===== src/rtl/endian_pkg.sv =====
`timescale 1ns/1ps
// Shared types for the lane swapper.
// Assumes a 32-bit data path made of four byte lanes.
package endian_pkg;
    typedef enum logic [1:0] {
        SZ_BYTE  = 2'd0,
        SZ_HALF  = 2'd1,
        SZ_WORD  = 2'd2,
        SZ_WORD3 = 2'd3
    } acc_size_e;

    localparam int LANE_W  = 8;
    localparam int N_LANES = 4;
endpackage


===== src/rtl/endian_mode_latch.sv =====
`timescale 1ns/1ps
// Holds the endianness mode. The mode is loaded while reset is active and
// frozen afterwards. Assumes rst_n is synchronous to clk.
module endian_mode_latch (
    input  logic clk,
    input  logic rst_n,
    input  logic cfg_be_i,
    output logic mode_be_o
);
    // capture the configuration only while reset is held
    always_ff @(posedge clk) begin
        if (!rst_n) begin
            mode_be_o <= cfg_be_i;
        end
    end

    AST_MODE_FROZEN: assert property (@(posedge clk) disable iff (!rst_n)
        rst_n |=> $stable(mode_be_o));
endmodule


===== src/rtl/endian_lane_ctrl.sv =====
`timescale 1ns/1ps
// Decodes the active little-endian lanes from size and address. Decides
// whether the access is swapped: big-endian mode, not a fetch, and not in
// the top system region. Assumes a 4-lane bus.
module endian_lane_ctrl
    import endian_pkg::*;
#(
    parameter int              ADDR_W  = 32,
    parameter int              SYS_W   = 3,
    parameter logic [SYS_W-1:0] SYS_TAG = '1
) (
    input  logic              clk,
    input  logic              rst_n,
    input  logic [ADDR_W-1:0] addr_i,
    input  logic [1:0]        size_i,
    input  logic              fetch_i,
    input  logic              mode_be_i,
    output logic [N_LANES-1:0] lane_en_o,
    output logic              swap_o
);
    logic in_sys;

    // lane enables in little-endian lane coordinates
    always_comb begin
        lane_en_o = '0;
        unique case (acc_size_e'(size_i))
            SZ_BYTE: lane_en_o[addr_i[1:0]] = 1'b1;
            SZ_HALF: lane_en_o = addr_i[1] ? 4'b1100 : 4'b0011;
            default: lane_en_o = 4'b1111;
        endcase
    end

    // forced little-endian checks and the final swap decision
    always_comb begin
        in_sys = (addr_i[ADDR_W-1 -: SYS_W] == SYS_TAG);
        swap_o = mode_be_i && !fetch_i && !in_sys;
    end

    AST_BYTE_ONE_LANE: assert property (@(posedge clk) disable iff (!rst_n)
        (size_i == SZ_BYTE) |-> ($countones(lane_en_o) == 1));
    AST_FETCH_NO_SWAP: assert property (@(posedge clk) disable iff (!rst_n)
        fetch_i |-> !swap_o);
endmodule


===== src/rtl/endian_byte_router.sv =====
`timescale 1ns/1ps
// Moves byte lanes straight or mirrored (lane j <-> lane 3-j) and zeroes
// the unused lanes. MASK_SRC=1 qualifies a lane by its source position
// (write path); MASK_SRC=0 qualifies it by its destination (read path).
module endian_byte_router
    import endian_pkg::*;
#(
    parameter bit MASK_SRC = 1'b1
) (
    input  logic [N_LANES*LANE_W-1:0] data_i,
    input  logic [N_LANES-1:0]        lane_en_i,
    input  logic                      swap_i,
    output logic [N_LANES*LANE_W-1:0] data_o
);
    for (genvar j = 0; j < N_LANES; j++) begin : g_lane
        localparam int MIR = N_LANES - 1 - j;
        logic keep;
        // pick the enable that governs this output lane
        always_comb begin
            if (MASK_SRC) keep = swap_i ? lane_en_i[MIR] : lane_en_i[j];
            else          keep = lane_en_i[j];
        end
        // route one byte lane
        always_comb begin
            if (!keep)       data_o[j*LANE_W +: LANE_W] = '0;
            else if (swap_i) data_o[j*LANE_W +: LANE_W] = data_i[MIR*LANE_W +: LANE_W];
            else             data_o[j*LANE_W +: LANE_W] = data_i[j*LANE_W +: LANE_W];
        end
    end
endmodule


===== src/rtl/endian_lane_swap.sv =====
`timescale 1ns/1ps
// Byte-invariant big-endian lane swapper for a 32-bit load/store path.
// Write data is reordered on the way out and read data on the way in.
// The mode is frozen at reset; fetches and the top system region stay
// little endian. The data path is combinational.
module endian_lane_swap
    import endian_pkg::*;
#(
    parameter int ADDR_W = 32,
    parameter int SYS_W  = 3
) (
    input  logic              clk,
    input  logic              rst_n,
    input  logic              cfg_big_endian_i,
    input  logic [ADDR_W-1:0] acc_addr_i,
    input  logic [1:0]        acc_size_i,
    input  logic              acc_fetch_i,
    input  logic [31:0]       wdata_i,
    output logic [31:0]       wdata_o,
    input  logic [31:0]       rdata_i,
    output logic [31:0]       rdata_o
);
    localparam int DATA_W = N_LANES * LANE_W;

    logic              mode_be;
    logic [N_LANES-1:0] lane_en;
    logic              swap;
    logic [DATA_W-1:0] lane_bits;

    endian_mode_latch u_mode (
        .clk       (clk),
        .rst_n     (rst_n),
        .cfg_be_i  (cfg_big_endian_i),
        .mode_be_o (mode_be)
    );

    endian_lane_ctrl #(.ADDR_W(ADDR_W), .SYS_W(SYS_W), .SYS_TAG('1)) u_ctrl (
        .clk       (clk),
        .rst_n     (rst_n),
        .addr_i    (acc_addr_i),
        .size_i    (acc_size_i),
        .fetch_i   (acc_fetch_i),
        .mode_be_i (mode_be),
        .lane_en_o (lane_en),
        .swap_o    (swap)
    );

    endian_byte_router #(.MASK_SRC(1'b1)) u_wr (
        .data_i    (wdata_i),
        .lane_en_i (lane_en),
        .swap_i    (swap),
        .data_o    (wdata_o)
    );

    endian_byte_router #(.MASK_SRC(1'b0)) u_rd (
        .data_i    (rdata_i),
        .lane_en_i (lane_en),
        .swap_i    (swap),
        .data_o    (rdata_o)
    );

    // bit-wide copy of the lane enables, used only by the checks below
    for (genvar k = 0; k < N_LANES; k++) begin : g_bits
        assign lane_bits[k*LANE_W +: LANE_W] = {LANE_W{lane_en[k]}};
    end

    AST_FETCH_PASSTHRU: assert property (@(posedge clk) disable iff (!rst_n)
        acc_fetch_i |-> (wdata_o == (wdata_i & lane_bits)));
    AST_SYS_PASSTHRU: assert property (@(posedge clk) disable iff (!rst_n)
        (&acc_addr_i[ADDR_W-1 -: SYS_W]) |-> (rdata_o == (rdata_i & lane_bits)));
    AST_BE_WORD_REV: assert property (@(posedge clk) disable iff (!rst_n)
        (mode_be && !acc_fetch_i && !(&acc_addr_i[ADDR_W-1 -: SYS_W]) && acc_size_i[1])
        |-> (wdata_o == {wdata_i[7:0], wdata_i[15:8], wdata_i[23:16], wdata_i[31:24]}));
    AST_READ_INVERSE: assert property (@(posedge clk) disable iff (!rst_n)
        (rdata_i == wdata_o) |-> (rdata_o == (wdata_i & lane_bits)));
    AST_IDLE_LANES_ZERO: assert property (@(posedge clk) disable iff (!rst_n)
        (rdata_o & ~lane_bits) == '0);
endmodule


===== config.mk =====
export PLATFORM = sky130hd
export DESIGN_NAME = endian_lane_swap
export DESIGN_NICKNAME = d
export VERILOG_FILES = /design/src/rtl/endian_pkg.sv /design/src/rtl/endian_mode_latch.sv /design/src/rtl/endian_lane_ctrl.sv /design/src/rtl/endian_byte_router.sv /design/src/rtl/endian_lane_swap.sv
export SDC_FILE = /design/constraint.sdc
export NUM_CORES = 1
export LEC_CHECK = 0
export BUFFER_PORTS_ARGS = -buffer_cell sky130_fd_sc_hd__clkbuf_2
export CAP_MARGIN = 20
export CORE_MARGIN = 2
export CORE_UTILIZATION = 33
export DETAILED_ROUTE_END_ITERATION = 10
export PLACE_DENSITY_LB_ADDON = 0.08
export SYNTH_ARGS = -nofsm -noshare
export SYNTH_HDL_FRONTEND = slang
export SYNTH_SLANG_ARGS = --single-unit

===== constraint.sdc =====
create_clock -name clk -period 1.25 [get_ports clk]
set_input_delay 0.0625 -clock clk [delete_from_list [all_inputs] [get_ports clk]]
set_output_delay 0.0625 -clock clk [all_outputs]
set_load 0.01 [all_outputs]

==> results.py <==
metrics = {
    "synthesis": {
        "synth_fa_ha_area_share_pct": 0,
        "ys_types": 23,
        "synth_top_cell_area_share_pct": 20.13,
        "synth_xor_area_share_pct": 0,
        "yosys.area.top_type": "mux2i_1",
        "syn_nets": 333,
        "yosys-top-cells-area": "mux2i_1 20%, or3b_1 15%, a21oi_1 11%",
        "yosys_register_bits": 1,
        "synth_compound_area_share_pct": 35.69,
        "muxShareOfSynthArea_pct": 20.13,
        "synth_top_family_by_area": "compound AO/OA/AOI/OAI gates",
        "synthCells": 231,
        "synth-simple-area-share_pct": 32.23,
        "syn_area_sq_um": 1592,
        "yosysWarnings": 0,
        "synth_area_per_cell_sq_um": 6.890,
        "ys_seq_area_share_pct": 1.887,
    },
    "floorplanning": {
        "ios": 166,
        "core.rowCount": 25,
        "dieHeight_um": 73.45,
        "coreArea_sq_um": 4692,
        "fp.dieArea_sq_um": 5394,
        "initial_core_util_pct": 33.92,
        "die_x_um": 73.45,
    },
    "timing": {
        "finalHoldViolCount": 0,
        "fmax_mhz": 723.8,
        "setup_tns_ns": -5.197,
        "rsz0062_at_grt": "true",
        "worst_pin_slew_ns": 0.5103,
        "relSlewSlack_pct": 65.98,
        "setup_viol": 62,
        "slew_viol_final": 0,
        "post-route-period-util_pct": 110.5,
        "setup_slack_ns": -0.1315,
        "min_period_ns": 1.382,
    },
    "detailed_routing": {
        "drc": 0,
        "vias": 2292,
        "drt_pass1_iterations": 4,
        "first_iter_violations": 52,
        "wl_per_cell_um": 13.27,
        "routed_via_density": 5.330,
        "ant_nets": 0,
        "drt_wl_total_mm": 5.708,
    },
    "finish": {
        "drive_gt1_share_pct": 56.91,
        "most-common-layout-cells": "85 x clkbuf_2, 53 x buf_2, 32 x mux2i_1",
        "design_area_sq_um": 2718,
        "insertedDiodeCount": 0,
        "final_util_pct": 57.92,
        "fin_cells": 430,
        "final_nets": 480,
        "largest_reg_flops": 1,
        "top_register": "u_mode.mode_be_o",
        "area_growth_pct": 70.75,
        "reg_top3": "u_mode.mode_be_o x1",
        "final_common_cell": "clkbuf_2",
    },
    "place": {
        "dpl.cell_count": 421,
        "dpl_cell_area_sq_um": 2527,
        "hpwl_mm": 4.105,
        "io_buffers": 138,
        "gp_congestion": 0.7149,
    },
    "pwr": {
        "vdd_ir_drop_max_mv": 0.2148,
        "p_leak_nw": 1.306,
        "power_density_nw_per_um2": 449.9,
    },
    "worst_hold_path": {
        "min_path_type": "in -> reg",
    },
    "critical_path": {
        "setup.worst_path.start_class": "flip-flop",
        "cp_max_fo": 4,
        "arrival_ns": 1.32,
        "critPathRequiredTime_ns": 1.19,
        "crit_path_end_kind": "output port",
        "crit_type": "reg -> out",
    },
    "global_route": {
        "first_global_vias": 2037,
        "grt_max_degree": 52,
        "grt_pass1_wl_mm": 8.659,
        "track_usage_pct": 18.92,
        "overflow": 0,
        "antenna_found_initial": 0,
    },
    "clocking": {
        "cts_hold_buf": 0,
        "clk_pin_slew_worst_paths_ns": 0,
    },
    "outcome": {
        "violations": "negative setup slack",
        "status": "complete, but fails checks",
    },
    "flow_run": {
        "max_cap_viol_count": 0,
    },
}
cells by family after synthesis:
| family | count (synthesis) |
|---|---|
| AO/OA/AOI/OAI | 100 |
| AND/OR/NAND/NOR | 70 |
| flip-flops | 1 |
| multiplexers | 32 |
| buffers and inverters | 28 |
critical path: stages (launching register included):
cell	delay (ns)
edfxtp_1	0.32
buf_4	0.15
nand2b_4	0.08
buf_6	0.12
or3b_1	0.36
a21oi_2	0.14
buf_2	0.14
final cells by class:
type,instances,area (sq um)
Fill cell,474,1974
Inverter,2,7.507
Multi-Input combinational cell,206,1560
Sequential cell,1,30.03
Tap cell,54,67.56
Timing Repair Buffer,167,1052
Yosys cell counts:
master      n
nand2b_1    1
or3b_2      4
and2_1     24
edfxtp_1    1
nand2b_4    1
or3b_1     28
buf_4       3
a2bb2oi_1   8
inv_1       1
mux2i_1    32
and3_4      1
nor2_1      1
buf_2       5
a31oi_1    24
inv_2       1
o21ai_0    32
nand2_1     8
nor2_4      1
a21oi_1    34
clkbuf_1   13
or2_1       1
buf_6       5
a21oi_2     2
worst paths after layout:
| path | slack (ns) | depth (start not counted) | endpoint | from |
|---|---|---|---|---|
| max | -0.13 | 6 | rdata_o[27] | u_mode.mode_be_o |
| min | 0.24 | 1 | u_mode.mode_be_o | cfg_big_endian_i |
metrics by stage:
| step | hold slack [ns] | total power, mW | worst slack (ns) |
|---|---|---|---|
| after floorplan | 0.1614 | 0.6795 | -0.03308 |
| after global placement | 0.2424 | 1.124 | -0.1872 |
| after detailed placement | 0.2483 | 1.135 | -0.1919 |
| after CTS | 0.2483 | 1.209 | -0.1329 |
| after global routing | 0.2549 | 1.334 | -0.2002 |
| final | 0.2448 | 1.223 | -0.1315 |
power by group:
group,switching (mW),leakage [nW],internal [mW]
clock network,0,0,0
registers,0.00111,0.00979,0.0406
logic,0.584,1.30,0.597
total,0.585,1.31,0.638
repair_timing:
action / 4_1_cts / 5_1_grt
buffers inserted: 2 / 1
endpoints found under the hold margin: 0 / 0
cloned: 5 / 1
gates resized for setup: 9 / 65
setup endpoints to repair: 64 / 64
pin swaps: 0 / 4
per-layer routing:
metal  wire length (um)  part of all wire [%]  global-route usage (%)
met1               2409                    42                   22.85
met2               2898                    51                   36.90
met3                386                   6.8                   2.058
met4                 14                  0.25                   1.212
met5                  0                     0                       0
Power figures use the tool's default switching activity.
